[config.mk]
export PLATFORM = sky130hd
export DESIGN_NAME = duplex_dim_timer
export DESIGN_NICKNAME = d
export VERILOG_FILES = /design/src/rtl/dimtim_pkg.sv /design/src/rtl/dimtim_prescale.sv /design/src/rtl/dimtim_frame.sv /design/src/rtl/dimtim_ontime.sv /design/src/rtl/dimtim_drive.sv /design/src/rtl/duplex_dim_timer.sv
export SDC_FILE = /design/constraint.sdc
export NUM_CORES = 1
export LEC_CHECK = 0
export BUFFER_PORTS_ARGS = -buffer_cell sky130_fd_sc_hd__buf_2
export CAP_MARGIN = 15
export CORE_MARGIN = 4
export CORE_UTILIZATION = 45
export DETAILED_ROUTE_END_ITERATION = 8
export GPL_TIMING_DRIVEN = 0
export HOLD_SLACK_MARGIN = 0.1
export PLACE_DENSITY_LB_ADDON = 0.15
export SETUP_SLACK_MARGIN = 0.02
export SLEW_MARGIN = 20
export SYNTH_ARGS = -nofsm -noshare
export SYNTH_HDL_FRONTEND = slang
export SYNTH_SLANG_ARGS = --single-unit
[constraint.sdc]
create_clock -name clk -period 3.9 [get_ports clk]
set_input_delay 0.585 -clock clk [delete_from_list [all_inputs] [get_ports clk]]
set_output_delay 0.585 -clock clk [all_outputs]
set_load 0.1 [all_outputs]
[src/rtl/dimtim_pkg.sv]
package dimtim_pkg;

    // Default geometry of one frame half, in bit times
    localparam int DEF_HALF_BITS = 2048;
    localparam int DEF_PRE_GAP   = 6;
    localparam int DEF_POST_GAP  = 10;
    localparam int DEF_ANA_MAX   = 256;

    // Where the captured on-time comes from
    typedef enum logic [1:0] {
        SRC_FULL    = 2'd0,
        SRC_DIGITAL = 2'd1,
        SRC_ANALOG  = 2'd2
    } dim_src_e;

    // Saturating limit
    function automatic logic [15:0] sat16(input logic [15:0] v, input logic [15:0] lim);
        return (v > lim) ? lim : v;
    endfunction

endpackage

[src/rtl/dimtim_prescale.sv]
module dimtim_prescale #(
    parameter int OSC_DIV = 4
) (
    input  logic clk,
    input  logic rst,
    input  logic tick_i,
    output logic bit_stb_o
);
    localparam int PW = (OSC_DIV > 1) ? $clog2(OSC_DIV) : 1;
    localparam logic [PW-1:0] LAST = PW'(OSC_DIV - 1);

    logic [PW-1:0] pre_q;

    always_ff @(posedge clk) begin
        if (rst) begin
            pre_q <= '0;
        end else if (tick_i) begin
            pre_q <= (pre_q == LAST) ? '0 : pre_q + 1'b1;
        end
    end

    assign bit_stb_o = tick_i && (pre_q == LAST);

    generate
        if (OSC_DIV > 1) begin : g_rate

            stb_spacing_chk: assert property (@(posedge clk) disable iff (rst)
                bit_stb_o |=> !bit_stb_o);
        end
    endgenerate

endmodule

[src/rtl/dimtim_frame.sv]
module dimtim_frame #(
    parameter int FW = 12
) (
    input  logic          clk,
    input  logic          rst,
    input  logic          bit_stb_i,
    output logic [FW-1:0] bit_cnt_o,
    output logic          frame_end_o
);
    logic [FW-1:0] cnt_q;

    always_ff @(posedge clk) begin
        if (rst) begin
            cnt_q <= '0;
        end else if (bit_stb_i) begin
            cnt_q <= cnt_q + 1'b1;
        end
    end

    assign bit_cnt_o   = cnt_q;
    assign frame_end_o = bit_stb_i && (&cnt_q);


    cnt_hold_chk: assert property (@(posedge clk) disable iff (rst)
        !bit_stb_i |=> $stable(cnt_q));


    cnt_step_chk: assert property (@(posedge clk) disable iff (rst)
        bit_stb_i |=> cnt_q == FW'($past(cnt_q) + 1'b1));

endmodule

[src/rtl/dimtim_ontime.sv]
module dimtim_ontime
    import dimtim_pkg::*;
#(
    parameter int HW      = 11,
    parameter int DIM_W   = 11,
    parameter int ANA_W   = 9,
    parameter int MAX_ON  = 2032,
    parameter int ANA_MAX = 256
) (
    input  logic             clk,
    input  logic             rst,
    input  logic             load_i,
    input  logic             night_i,
    input  logic             ana_sel_i,
    input  logic [DIM_W-1:0] dim_code_i,
    input  logic [ANA_W-1:0] ana_len_i,
    output logic [HW-1:0]    on_len_o
);
    dim_src_e      src;
    logic [HW-1:0] nxt_len;
    logic [HW-1:0] len_q;

    always_comb begin
        if (!night_i)       src = SRC_FULL;
        else if (ana_sel_i) src = SRC_ANALOG;
        else                src = SRC_DIGITAL;

        case (src)
            SRC_DIGITAL: nxt_len = HW'(sat16(16'(dim_code_i), 16'(MAX_ON)));
            SRC_ANALOG:  nxt_len = HW'(sat16(16'(ana_len_i), 16'(ANA_MAX)));
            default:     nxt_len = HW'(MAX_ON);
        endcase
    end

    always_ff @(posedge clk) begin
        if (rst) begin
            len_q <= HW'(MAX_ON);
        end else if (load_i) begin
            len_q <= nxt_len;
        end
    end

    assign on_len_o = len_q;


    len_hold_chk: assert property (@(posedge clk) disable iff (rst)
        !load_i |=> $stable(len_q));


    len_cap_chk: assert property (@(posedge clk) disable iff (rst)
        len_q <= HW'(MAX_ON));


    day_full_chk: assert property (@(posedge clk) disable iff (rst)
        (load_i && !night_i) |=> len_q == HW'(MAX_ON));

endmodule

[src/rtl/dimtim_drive.sv]
module dimtim_drive #(
    parameter int NSEG    = 30,
    parameter int HW      = 11,
    parameter int PRE_GAP = 6
) (
    input  logic              clk,
    input  logic              rst,
    input  logic [HW:0]       bit_cnt_i,
    input  logic [HW-1:0]     on_len_i,
    input  logic [2*NSEG-1:0] seg_data_i,
    input  logic              test_n_i,
    output logic [NSEG-1:0]   seg_o,
    output logic              grid1_n_o,
    output logic              grid2_n_o
);
    logic [HW:0] pos_x;
    logic [HW:0] lo_x;
    logic [HW:0] hi_x;
    logic        lit;
    logic        first_half;

    always_comb begin
        pos_x      = {1'b0, bit_cnt_i[HW-1:0]};
        lo_x       = (HW+1)'(PRE_GAP);
        hi_x       = lo_x + {1'b0, on_len_i};
        lit        = (pos_x >= lo_x) && (pos_x < hi_x);
        first_half = !bit_cnt_i[HW];

        if (!test_n_i) begin
            seg_o     = '1;
            grid1_n_o = 1'b0;
            grid2_n_o = 1'b0;
        end else begin
            if (!lit)           seg_o = '0;
            else if (first_half) seg_o = seg_data_i[NSEG-1:0];
            else                seg_o = seg_data_i[2*NSEG-1:NSEG];
            grid1_n_o = !(lit && first_half);
            grid2_n_o = !(lit && !first_half);
        end
    end


    grid_excl_chk: assert property (@(posedge clk) disable iff (rst)
        test_n_i |-> (grid1_n_o || grid2_n_o));


    seg_dark_chk: assert property (@(posedge clk) disable iff (rst)
        (test_n_i && grid1_n_o && grid2_n_o) |-> (seg_o == '0));

endmodule

[src/rtl/duplex_dim_timer.sv]
module duplex_dim_timer
    import dimtim_pkg::*;
#(
    parameter int NSEG      = 30,
    parameter int OSC_DIV   = 4,
    parameter int HALF_BITS = DEF_HALF_BITS,
    parameter int PRE_GAP   = DEF_PRE_GAP,
    parameter int POST_GAP  = DEF_POST_GAP,
    parameter int DIM_W     = 11,
    parameter int ANA_W     = 9,
    parameter int ANA_MAX   = DEF_ANA_MAX
) (
    input  logic              clk,
    input  logic              rst,
    input  logic              osc_tick_i,
    input  logic [2*NSEG-1:0] seg_data_i,
    input  logic              night_i,
    input  logic              ana_sel_i,
    input  logic [ANA_W-1:0]  ana_len_i,
    input  logic [DIM_W-1:0]  dim_code_i,
    input  logic              test_n_i,
    output logic [NSEG-1:0]   seg_o,
    output logic              grid1_n_o,
    output logic              grid2_n_o
);
    localparam int HW     = $clog2(HALF_BITS);
    localparam int FW     = HW + 1;
    localparam int MAX_ON = HALF_BITS - PRE_GAP - POST_GAP;

    logic          bit_stb;
    logic          frame_end;
    logic [FW-1:0] bit_cnt;
    logic [HW-1:0] on_len;

    dimtim_prescale #(.OSC_DIV(OSC_DIV)) u_pre (
        .clk      (clk),
        .rst      (rst),
        .tick_i   (osc_tick_i),
        .bit_stb_o(bit_stb)
    );

    dimtim_frame #(.FW(FW)) u_frame (
        .clk        (clk),
        .rst        (rst),
        .bit_stb_i  (bit_stb),
        .bit_cnt_o  (bit_cnt),
        .frame_end_o(frame_end)
    );

    dimtim_ontime #(
        .HW(HW), .DIM_W(DIM_W), .ANA_W(ANA_W),
        .MAX_ON(MAX_ON), .ANA_MAX(ANA_MAX)
    ) u_on (
        .clk       (clk),
        .rst       (rst),
        .load_i    (frame_end),
        .night_i   (night_i),
        .ana_sel_i (ana_sel_i),
        .dim_code_i(dim_code_i),
        .ana_len_i (ana_len_i),
        .on_len_o  (on_len)
    );

    dimtim_drive #(.NSEG(NSEG), .HW(HW), .PRE_GAP(PRE_GAP)) u_drv (
        .clk       (clk),
        .rst       (rst),
        .bit_cnt_i (bit_cnt),
        .on_len_i  (on_len),
        .seg_data_i(seg_data_i),
        .test_n_i  (test_n_i),
        .seg_o     (seg_o),
        .grid1_n_o (grid1_n_o),
        .grid2_n_o (grid2_n_o)
    );

endmodule

==> impl_metrics.csv <==
group,metric,value,unit
die,die-area,5810,um^2
route,drt_pass1_iterations,4,
timing,report.final.slew_viol_count,0,
global_route,grt_usage,21.03,%
die,core,4444,um^2
route,wl,6760,um
yosys,syn_inst,256,
timing,slew_headroom,50.35,%
route,top_layer,"met4",
yosys,synth_area_per_cell,8.182,um^2
critical_path,path_max_fanout,10,
cells_and_area,fin_nets,480,
clocking,cts-buffers-inserted,3,
yosys,synth_edf_count,0,
critical_path,critPathLaunchType,"flip-flop",
timing,maxClockFrequency,265.1,MHz
die,die_h,76.23,um
timing,fin_skew,0.005722,ns
global_route,grt_pass1_vias,2191,
clocking,cts_tree,"built",
clocking,clockBufferDepth,2,
global_route,gr-total-overflow,0,
yosys,syn_area,2095,um^2
run,maxCapViolCount,0,
timing,worst_pin_slew,0.7447,ns
route,via_count,2383,
power,p_per_area,223.9,nW/um^2
global_route,grt_pass1_wl,10410,um
power,leakage,1.346,nW
clocking,cts_root_buf,"clkbuf_8",
place,place_hpwl,4992,um
clocking,holdBufCountCts,0,
clocking,cts.sink_count,25,
yosys,ys_types,36,
critical_path,cp.required,3.31,ns
place,gp_congestion,0.8128,
cells_and_area,layout_common_cells,"buf_2 (86), mux2i_1 (33), o21ai_1 (28)",
critical_path,arrival,3.19,ns
yosys,synth-seq-area-share,23.89,%
clocking,clkLatencyLatePin,0.27,ns
critical_path,crit_type,"flip-flop to output pin",
clocking,path_clk_slew,0.08,ns
min_path,hold_class,"flip-flop to flip-flop",
yosys,synth_seq_cells,25,
yosys,async_flop_share,0,%
route,ant_nets,0,
outcome,run_status,"finished clean",
route,dr_wl_met3,489,um
timing,fin_crit,3.772,ns
die,rows,24,
die,io_pins,118,
global_route,grt_max_degree,15,
cells_and_area,antennaDiodeCount,0,
route,initialDrtViolationCount,97,
timing,hold_slack,0.5082,ns
cells_and_area,synthToLayoutAreaGrowth,43.85,%
global_route,antenna_found_initial,0,
route,viasPerCell,5.529,
timing,final_hold_viol_count,0,
critical_path,cp-end-kind,"output pin",
timing,setup_viol,0,
yosys,yosys_most_used_dff,"dfxtp_1",
die,start_util,47.13,%
cells_and_area,final_common_cell,"buf_2",
die,die_w,76.23,um
route,wl_met2,3310,um
route,wl_met1,2808,um
timing,fin_crit_sh,96.72,%
power,ir_drop,162.2,uV
route,drt-wirelength-per-cell,15.68,um
clocking,htree_levels,1,
cells_and_area,fin_util,67.79,%
yosys,ys.warnings.count,0,
cells_and_area,drive_above_1_share,36.94,%
route,drc,0,
place,port_buffers,116,
yosys,synth_nets,356,
[metrics by stage]
stage / power, mW / setup slack [ns] / cells / cell area (um^2) / TNS (ns)
6_report: 0.6747 / 0.1280 / 431 / 3013 / 0
5_1_grt: 0.7013 / -0.03252 / 431 / 3013 / -0.03252
4_1_cts: 0.6641 / 0.03375 / 428 / 2873 / 0
3_5_place_dp: 0.5027 / 0.02669 / 424 / 2740 / 0
3_3_place_gp: 0.5005 / 0.03963 / 424 / 2740 / 0
2_1_floorplan: 0.4334 / -0.2392 / 256 / 2095 / -6.901
[state kept, by name (all words and copies together) (netlist names)]
signal	flops
u_on.on_len_o	11
u_pre.pre_q	2
u_frame.bit_cnt_o	12
[metal layers]
layer	vias up	GRT usage (%)
met4	0	6.884
met3	15	3.428
met5	-	0
li1	1183	-
met2	97	36.47
met1	1088	26.41
[kinds of logic after synthesis]
kind of cell / after synthesis / share of synthesized area, %
multiplexers: 33 / 15.77
AO/OA/AOI/OAI: 77 / 23.24
XOR/XNOR: 18 / 7.527
buffers and inverters: 24 / 5.436
AND/OR/NAND/NOR: 65 / 15.77
adder cells (fa/ha/maj): 14 / 8.363
flip-flops: 25 / 23.89
[layout make-up]
cell class / count / area (um^2)
tap: 52 / 65.06
multi-input combinational: 207 / 1511
clock inverter: 1 / 5.005
buffer: 15 / 80.08
timing repair buffer: 119 / 770.7
sequential: 25 / 505.5
inverter: 9 / 33.78
fill: 362 / 1431
clock buffer: 3 / 41.29
[repair_timing]
| item | in CTS | in global routing |
|---|---|---|
| pin swaps | 1 | 3 |
| endpoints found under the setup margin | 32 | 32 |
| gates cloned | 0 | 1 |
| hold endpoints to repair | 0 | 0 |
| gates resized for setup | 31 | 35 |
| buffers inserted | 0 | 2 |
[synth_stat cells (2+ instances only)]
master     n  area share [%]
a211o_1    8             3.3
a21oi_1   11             2.6
a22o_1     7             2.9
and3_1     6             1.8
buf_6      3             1.6
clkbuf_1  11             2.0
dfxtp_1   25              24
ha_1      14             8.4
inv_1      9             1.6
mux2i_1   33              16
nand2_1   10             1.8
nand2b_1   4             1.2
nand3_1    5             1.2
nand4_1    4             1.2
nor2_1    23             4.1
nor3_1     2            0.48
nor4_1     3            0.90
o21a_1     4             1.4
o21ai_0   13             3.1
o21ai_1   28             6.7
o41ai_2    2             1.6
xnor2_1    8             3.3
xor2_1    10             4.2
[final timing paths]
path / cells past startpoint / start / endpoint / slack [ns]
worst max-delay path: 15 / u_on.on_len_o[1]$_SDFFE_PP0P_ / seg_o[7] / 0.13
worst max register to register: 6 / u_frame.bit_cnt_o[1]$_SDFFE_PP0P_ / u_on.on_len_o[6]$_SDFFE_PP1P_ / 1.90
worst min-delay path: 2 / u_on.on_len_o[0]$_SDFFE_PP0P_ / u_on.on_len_o[0]$_SDFFE_PP0P_ / 0.51
worst min register to register: 2 / u_on.on_len_o[0]$_SDFFE_PP0P_ / u_on.on_len_o[0]$_SDFFE_PP0P_ / 0.51
[power by group]
part | internal, mW | switching [mW] | leakage (nW) | total (mW)
sequential | 0.257 | 0.00184 | 0.203 | 0.258
clock | 0.0715 | 0.0823 | 0.0255 | 0.154
combinational | 0.0794 | 0.183 | 1.12 | 0.263
[critical path, cell delays in order (launching register included)]
cell	delay [ns]
dfxtp_4	0.38
inv_1	0.05
ha_2	0.21
nor2_2	0.12
nand3_1	0.14
nor2_2	0.12
xnor2_1	0.13
ha_1	0.27
and3_1	0.19
o41ai_2	0.08
o221a_2	0.31
o41ai_4	0.07
buf_4	0.18
buf_6	0.14
o21ai_1	0.18
buf_4	0.33
Power figures use the tool's default switching activity.
